`config.mk`:
```
export PLATFORM = sky130hd
export DESIGN_NAME = cfgmem_serial_rd
export DESIGN_NICKNAME = d
export VERILOG_FILES = /design/src/rtl/cfgmem_pkg.sv /design/src/rtl/cfgmem_pin_decode.sv /design/src/rtl/cfgmem_addr_ctr.sv /design/src/rtl/cfgmem_bit_store.sv /design/src/rtl/cfgmem_serial_rd.sv
export SDC_FILE = /design/constraint.sdc
export NUM_CORES = 2
export LEC_CHECK = 0
export ABC_AREA = 0
export BUFFER_PORTS_ARGS = -buffer_cell sky130_fd_sc_hd__buf_2
export CAP_MARGIN = 20
export CORE_MARGIN = 4
export CORE_UTILIZATION = 50
export CTS_BUF_LIST = sky130_fd_sc_hd__clkbuf_4
export DETAILED_ROUTE_END_ITERATION = 16
export PLACE_DENSITY = 0.65
export RECOVER_POWER = 25
export SETUP_SLACK_MARGIN = 0.2
export SLEW_MARGIN = 20
export SYNTH_ARGS = -nofsm -noshare
export SYNTH_HDL_FRONTEND = slang
export SYNTH_SLANG_ARGS = --single-unit
```
`constraint.sdc`:
```
create_clock -name clk -period 5.45 [get_ports clk]
set_input_delay 0.2725 -clock clk [delete_from_list [all_inputs] [get_ports clk]]
set_output_delay 0.2725 -clock clk [all_outputs]
set_load 0.02 [all_outputs]
```
`src/rtl/cfgmem_pkg.sv`:
```
// Package: shared types for the serial configuration memory read side.
// Assumes: nothing beyond IEEE 1800-2017.
package cfgmem_pkg;

    // Decoded view of the control pins for one cycle.
    typedef struct packed {
        logic rst_lvl;   // pin at its reset level
        logic oe_lvl;    // pin at its enable level
        logic step;      // an enabled edge occurs if clocked now
        logic standby;   // read mode, chip disabled
        logic prog;      // programming mode
    } pin_ctrl_t;

endpackage

```
`src/rtl/cfgmem_pin_decode.sv`:
```
// Module: cfgmem_pin_decode
// Turns the raw pins into the decoded control struct. Purely combinational.
// Assumes: pins are synchronous to the configuration clock.
module cfgmem_pin_decode
    import cfgmem_pkg::*;
(
    input  logic      rstoe_pin,
    input  logic      rstoe_pol,
    input  logic      ce_n,
    input  logic      ser_en,
    output pin_ctrl_t ctrl
);

    logic rst_level;

    // Select which pin level means reset.
    always_comb begin
        if (rstoe_pol) begin
            rst_level = ~rstoe_pin;
        end else begin
            rst_level = rstoe_pin;
        end
    end

    // Build the control view from the mode, chip enable and reset level.
    always_comb begin
        ctrl.rst_lvl = rst_level;
        ctrl.oe_lvl  = ~rst_level;
        ctrl.prog    = ~ser_en;
        ctrl.standby = ser_en & ce_n;
        ctrl.step    = ser_en & ~ce_n & ~rst_level;
    end

endmodule

```
`src/rtl/cfgmem_addr_ctr.sv`:
```
// Module: cfgmem_addr_ctr
// Address counter with a "started" flag. The first enabled edge after a
// clear presents address 0, and each later one presents the next address.
// The counter saturates at the last address.
// Assumes: clr and step are never both high (the decoder guarantees this).
module cfgmem_addr_ctr #(
    parameter int DEPTH = 1024,
    localparam int AW = $clog2(DEPTH)
) (
    input  logic          clk,
    input  logic          rst_n,
    input  logic          clr,
    input  logic          step,
    output logic [AW-1:0] addr_o,
    output logic [AW-1:0] nxt_o,
    output logic          valid_o,
    output logic          eod_o
);

    localparam logic [AW-1:0] LAST = AW'(DEPTH - 1);

    logic [AW-1:0] addr_q;
    logic          valid_q;
    logic [AW-1:0] nxt;

    // Work out the address the next enabled edge will present.
    always_comb begin
        if (!valid_q) begin
            nxt = '0;
        end else if (addr_q == LAST) begin
            nxt = LAST;
        end else begin
            nxt = addr_q + 1'b1;
        end
    end

    // Counter state: clear on reset or the reset level, move on a step.
    always_ff @(posedge clk) begin
        if (!rst_n || clr) begin
            addr_q  <= '0;
            valid_q <= 1'b0;
        end else if (step) begin
            addr_q  <= nxt;
            valid_q <= 1'b1;
        end
    end

    assign addr_o  = addr_q;
    assign nxt_o   = nxt;
    assign valid_o = valid_q;
    assign eod_o   = valid_q && (addr_q == LAST);


    clr_to_zero_chk: assert property (@(posedge clk) disable iff (!rst_n)
        clr |=> (addr_q == '0) && !valid_q);


    advance_by_one_chk: assert property (@(posedge clk) disable iff (!rst_n)
        (step && valid_q && addr_q != LAST) |=> addr_q == $past(addr_q) + 1'b1);


    frozen_when_idle_chk: assert property (@(posedge clk) disable iff (!rst_n)
        (!step && !clr) |=> $stable(addr_q) && $stable(valid_q));


    hold_at_last_chk: assert property (@(posedge clk) disable iff (!rst_n)
        (eod_o && step) |=> (addr_q == LAST) && eod_o);

endmodule

```
`src/rtl/cfgmem_bit_store.sv`:
```
// Module: cfgmem_bit_store
// Single-bit-wide array with a test write port and a registered read.
// A read and a write to the same address in one cycle return the old bit.
// Assumes: the array content is not reset.
module cfgmem_bit_store #(
    parameter int DEPTH = 1024,
    localparam int AW = $clog2(DEPTH)
) (
    input  logic          clk,
    input  logic          rst_n,
    input  logic          wr_en,
    input  logic [AW-1:0] wr_addr,
    input  logic          wr_bit,
    input  logic          rd_en,
    input  logic [AW-1:0] rd_addr,
    output logic          rd_bit
);

    logic mem [DEPTH];
    logic rd_q;

    // Test load port write.
    always_ff @(posedge clk) begin
        if (wr_en) begin
            mem[wr_addr] <= wr_bit;
        end
    end

    // Registered read: capture the addressed bit on an enabled edge.
    always_ff @(posedge clk) begin
        if (!rst_n) begin
            rd_q <= 1'b0;
        end else if (rd_en) begin
            rd_q <= mem[rd_addr];
        end
    end

    assign rd_bit = rd_q;


    read_frozen_chk: assert property (@(posedge clk) disable iff (!rst_n)
        !rd_en |=> $stable(rd_q));

endmodule

```
`src/rtl/cfgmem_serial_rd.sv`:
```
// Module: cfgmem_serial_rd (top)
// Read side of a serial configuration memory: pin decoding, address counter
// and bit array, with the data line given as a value plus drive enable.
// Assumes: all inputs are synchronous to clk; rst_n models power-on reset.
module cfgmem_serial_rd
    import cfgmem_pkg::*;
#(
    parameter int DEPTH = 1024,
    localparam int AW = $clog2(DEPTH)
) (
    input  logic          clk,
    input  logic          rst_n,
    input  logic          rstoe_pin,
    input  logic          rstoe_pol,
    input  logic          ce_n,
    input  logic          ser_en,
    input  logic          ld_en,
    input  logic [AW-1:0] ld_addr,
    input  logic          ld_bit,
    output logic          dout,
    output logic          dout_oe,
    output logic          standby,
    output logic          prog_mode,
    output logic          end_of_data
);

    pin_ctrl_t     ctrl;
    logic [AW-1:0] cur_addr;
    logic [AW-1:0] nxt_addr;
    logic          started;
    logic          eod;
    logic          bit_q;

    cfgmem_pin_decode u_dec (
        .rstoe_pin (rstoe_pin),
        .rstoe_pol (rstoe_pol),
        .ce_n      (ce_n),
        .ser_en    (ser_en),
        .ctrl      (ctrl)
    );

    cfgmem_addr_ctr #(.DEPTH(DEPTH)) u_ctr (
        .clk     (clk),
        .rst_n   (rst_n),
        .clr     (ctrl.rst_lvl),
        .step    (ctrl.step),
        .addr_o  (cur_addr),
        .nxt_o   (nxt_addr),
        .valid_o (started),
        .eod_o   (eod)
    );

    cfgmem_bit_store #(.DEPTH(DEPTH)) u_mem (
        .clk     (clk),
        .rst_n   (rst_n),
        .wr_en   (ld_en),
        .wr_addr (ld_addr),
        .wr_bit  (ld_bit),
        .rd_en   (ctrl.step),
        .rd_addr (nxt_addr),
        .rd_bit  (bit_q)
    );

    // Drive the data line only in read mode, when enabled and after a bit has been fetched.
    always_comb begin
        dout_oe = ctrl.oe_lvl && !ctrl.prog && !ctrl.standby && started;
    end

    assign dout        = bit_q;
    assign standby     = ctrl.standby;
    assign prog_mode   = ctrl.prog;
    assign end_of_data = eod;


    prog_quiet_chk: assert property (@(posedge clk) disable iff (!rst_n)
        !ser_en |-> !dout_oe && !standby && prog_mode);


    prog_no_move_chk: assert property (@(posedge clk) disable iff (!rst_n)
        (!ser_en && !ctrl.rst_lvl) |=> $stable(cur_addr));


    oe_needs_start_chk: assert property (@(posedge clk) disable iff (!rst_n)
        $past(ctrl.rst_lvl) |-> !dout_oe);

endmodule

```
==> impl_metrics.ini <==
[min_path]
holdCritPathClass = in -> reg

[synthesis]
synth-compound-area-share = 0.113
yosysWarnings = 0
synth_top_family_by_area = simple AND/OR/NAND/NOR gates
synth_enable_flop_cells = 1024
synth_area_sq_um = 46200
syn-mean-instance-area_sq_um = 11.4
ys.flop_type = edfxtp_1
syn_inst = 4044
ys_types = 87
synthSimpleGateAreaFrac = 0.159
synth.area.mux_share = 0.0142
syn_nets = 4063
ys_ff_latch = 1036
synthXorXnorAreaFrac = 0.00114
synthAdderAreaFrac = 0.000271
seq_area_frac_synth = 0.671
synth_async_sr_flop_share = 0

[cts]
cts-buffers-inserted = 292
cts_setup_buffers = 0
clk_pin_slew_ps = 60
root_buffer = clkbuf_4
post_cts_resize_count = 0
postCtsHoldBufs = 21
cts_tree = done
insertion_delay_ps = 1130
cts_sinks = 1036
clockBufferDepth = 4
htreeDepth = 5

[place]
port_buffers = 22
dpl_worst_slack_ps = 594
place_congestion = 0.959
dp_hpwl_mm = 86.3

[sta]
slew_viol_final = 271
hold_violations = 0
relSlewSlack = -2.39
clock_skew_ps = 63.9
min_period_ps = 5060
rsz0062_at_grt = false
timing.final.ws_setup_ps = 391
fin_tns_setup_ps = 0
tightest_slew_ps = 5080
setup_violations = 0
finalCritPeriodShare = 0.928
fmax_mhz = 198

[die]
core-area_sq_um = 91700
num_io_pins = 23
die_w_um = 312
row_count = 111
die_h_um = 312
dieArea_sq_um = 97300
start_util = 0.504

[power_and_ir_drop]
p_total_uw = 16100
switchingPower_uw = 3600
power_density_nw_per_um2 = 316
p_clk_frac = 0.423
power.leakage_uw = 0.0158
pwr-share-comb = 0.034
power.share.switching = 0.223
pwr-share-seq = 0.543
ir_drop_mv = 0.194
p_int_uw = 12500

[status]
status = finished with violations
violations = max-capacitance violations, max-slew violations

[routing]
routed_wl_mm = 162
postRouteAntennaNets = 0
drtIter0Drc = 6056
wl_per_cell_um = 29.6
drt_first_pass_iters = 8
via_per_inst = 6.64
drc = 0
vias = 36300

[grt]
grt_max_degree = 236
grt_pass1_vias = 34300
antenna_found_initial = 7
globalRouteTotalUtil = 0.324
grt.overflow.total = 0
grt_pass1_wl_mm = 231

[setup_path]
crit_fanout = 51
crit_type = reg -> reg
arrival_ps = 6070
worstSetupStartpointType = flop
crit_end = u_mem.rd_bit
max_stage_delay_ps = 960
critPathMostFrequentCell = buf_4
cp-end-kind = flop
crit_required_ps = 6460
regToRegStartpoint = u_ctr.addr_o[0]
critPathLaunch = u_ctr.addr_o[0]
r2r_setup_slack_ps = 390
crit_slowest_cell = xnor2_1
r2r_cells = 13
r2r-end = u_mem.rd_bit
crit_chain = buf_4, nand3_1, xnor2_1, a21oi_4, buf_4, nand2_1, a21oi_1, nor4_1, nor3_1, or4_1, a21o_1, nand4_1, nand3b_1

[cells_and_area]
multi_input_area_sq_um = 13700
nNetsFinal = 4130
syn_to_final_growth_pct = 10.7
regArea_sq_um = 31000
fillers = 7885
fin_util = 0.558
drive_above_1_share = 0.160

[job]
maxCapViolCount = 6
==> cell type report <==
class,instances,area share
Sequential cell,1036,0.606
Clock inverter,31,0.00438
Antenna cell,7,0.000342
Inverter,10,0.000734
Timing Repair Buffer,174,0.0299
Clock buffer,421,0.0618
Multi-Input combinational cell,2597,0.268
Tap cell,1186,0.0290
==> flip-flops by register name, summed over array words and instances, names as in the netlist <==
name and cells:
u_ctr.addr_o 10, u_ctr.valid_o 1, u_mem.mem 1024, u_mem.rd_bit 1
==> power groups by stage <==
stage | sequential [uW] | combinational [uW] | clock [uW]
5_1_grt | 8760 | 574 | 7350
4_1_cts | 8760 | 534 | 6880
2_1_floorplan | 8930 | 241 | 0
6_report | 8760 | 555 | 6830
3_5_place_dp | 8930 | 521 | 0
3_3_place_gp | 8930 | 516 | 0
==> worst max-delay path, delay by kind of cell, from the launching register on <==
family	cells	cell delay [ps]
AND/OR/NAND/NOR	7	2080
flip-flops	1	320
buffers and inverters	2	900
AO/OA/AOI/OAI	3	620
XOR/XNOR	1	960
==> how the worst min path moves through the flow <==
stage / from / end / slack, ps / depth (start not counted)
after CTS: ld_en / u_mem.mem[36] / 30 / 4
after global routing: ld_en / u_mem.mem[164] / 90 / 4
after detailed placement: u_ctr.addr_o[1] / u_ctr.addr_o[1] / 540 / 2
after global placement: u_ctr.addr_o[1] / u_ctr.addr_o[1] / 520 / 2
after floorplan: ld_bit / u_mem.mem[0] / 370 / 0
final: ld_en / u_mem.mem[164] / 100 / 4
==> stage by stage <==
stage / cell area, sq um / hold WS, ps / std cells
final: 51200 / 99.6 / 5462
after global routing: 51200 / 88.2 / 5459
after CTS: 51100 / 33.9 / 5452
after detailed placement: 47500 / 537 / 4979
after global placement: 47500 / 522 / 4978
after floorplan: 46200 / 371 / 4044
==> layout by cell type, fill, tap and decap left out, types with 19 or more instances in the layout <==
cell type / n
o22ai_1: 150
clkinv_1: 22
nor2_1: 1140
nand3_1: 75
clkbuf_4: 421
nor3_1: 71
a31oi_1: 25
dlygate4sd3_1: 21
nand2_1: 309
buf_4: 104
a21oi_1: 139
o21ai_0: 69
nand4_1: 28
mux2i_1: 62
buf_2: 20
o221ai_1: 97
a22oi_1: 58
nor4_1: 19
edfxtp_1: 1024
a211oi_1: 22
==> cell usage after synthesis, drive strengths merged, types with 19 or more instances <==
cell type | instances | area share
nor2 | 1147 | 0.093
and3 | 19 | 0.0026
o221ai | 97 | 0.018
a211oi | 23 | 0.0037
nor3 | 74 | 0.0082
a31oi | 28 | 0.0044
a22oi | 58 | 0.0094
nand3 | 101 | 0.011
mux2i | 62 | 0.013
edfxtp | 1024 | 0.67
clkbuf | 205 | 0.017
nor4 | 20 | 0.0027
o22ai | 150 | 0.020
o21ai | 76 | 0.0082
nand4 | 29 | 0.0043
a21oi | 141 | 0.016
nand2 | 327 | 0.027
buf | 196 | 0.024
==> per-layer routing <==
metal | up-vias | track usage | part of all wire
li1 | 15100 | - | -
met1 | 17600 | 0.433 | 0.36
met2 | 2927 | 0.480 | 0.44
met3 | 644 | 0.0948 | 0.14
met4 | 4 | 0.173 | 0.059
met5 | - | 0 | 0.00015
==> kinds of logic (layout without fill, tap and decap cells) <==
group | after synthesis | count (layout)
and+or+nand+nor | 1785 | 1785
DFF | 1036 | 1036
AOI/OAI and AO/OA | 740 | 740
buffers and inverters | 411 | 636
muxes | 65 | 65
xor gates and xnor gates | 6 | 6
adders and majority gates | 1 | 1
other | 0 | 7
Power figures use the tool's default switching activity.
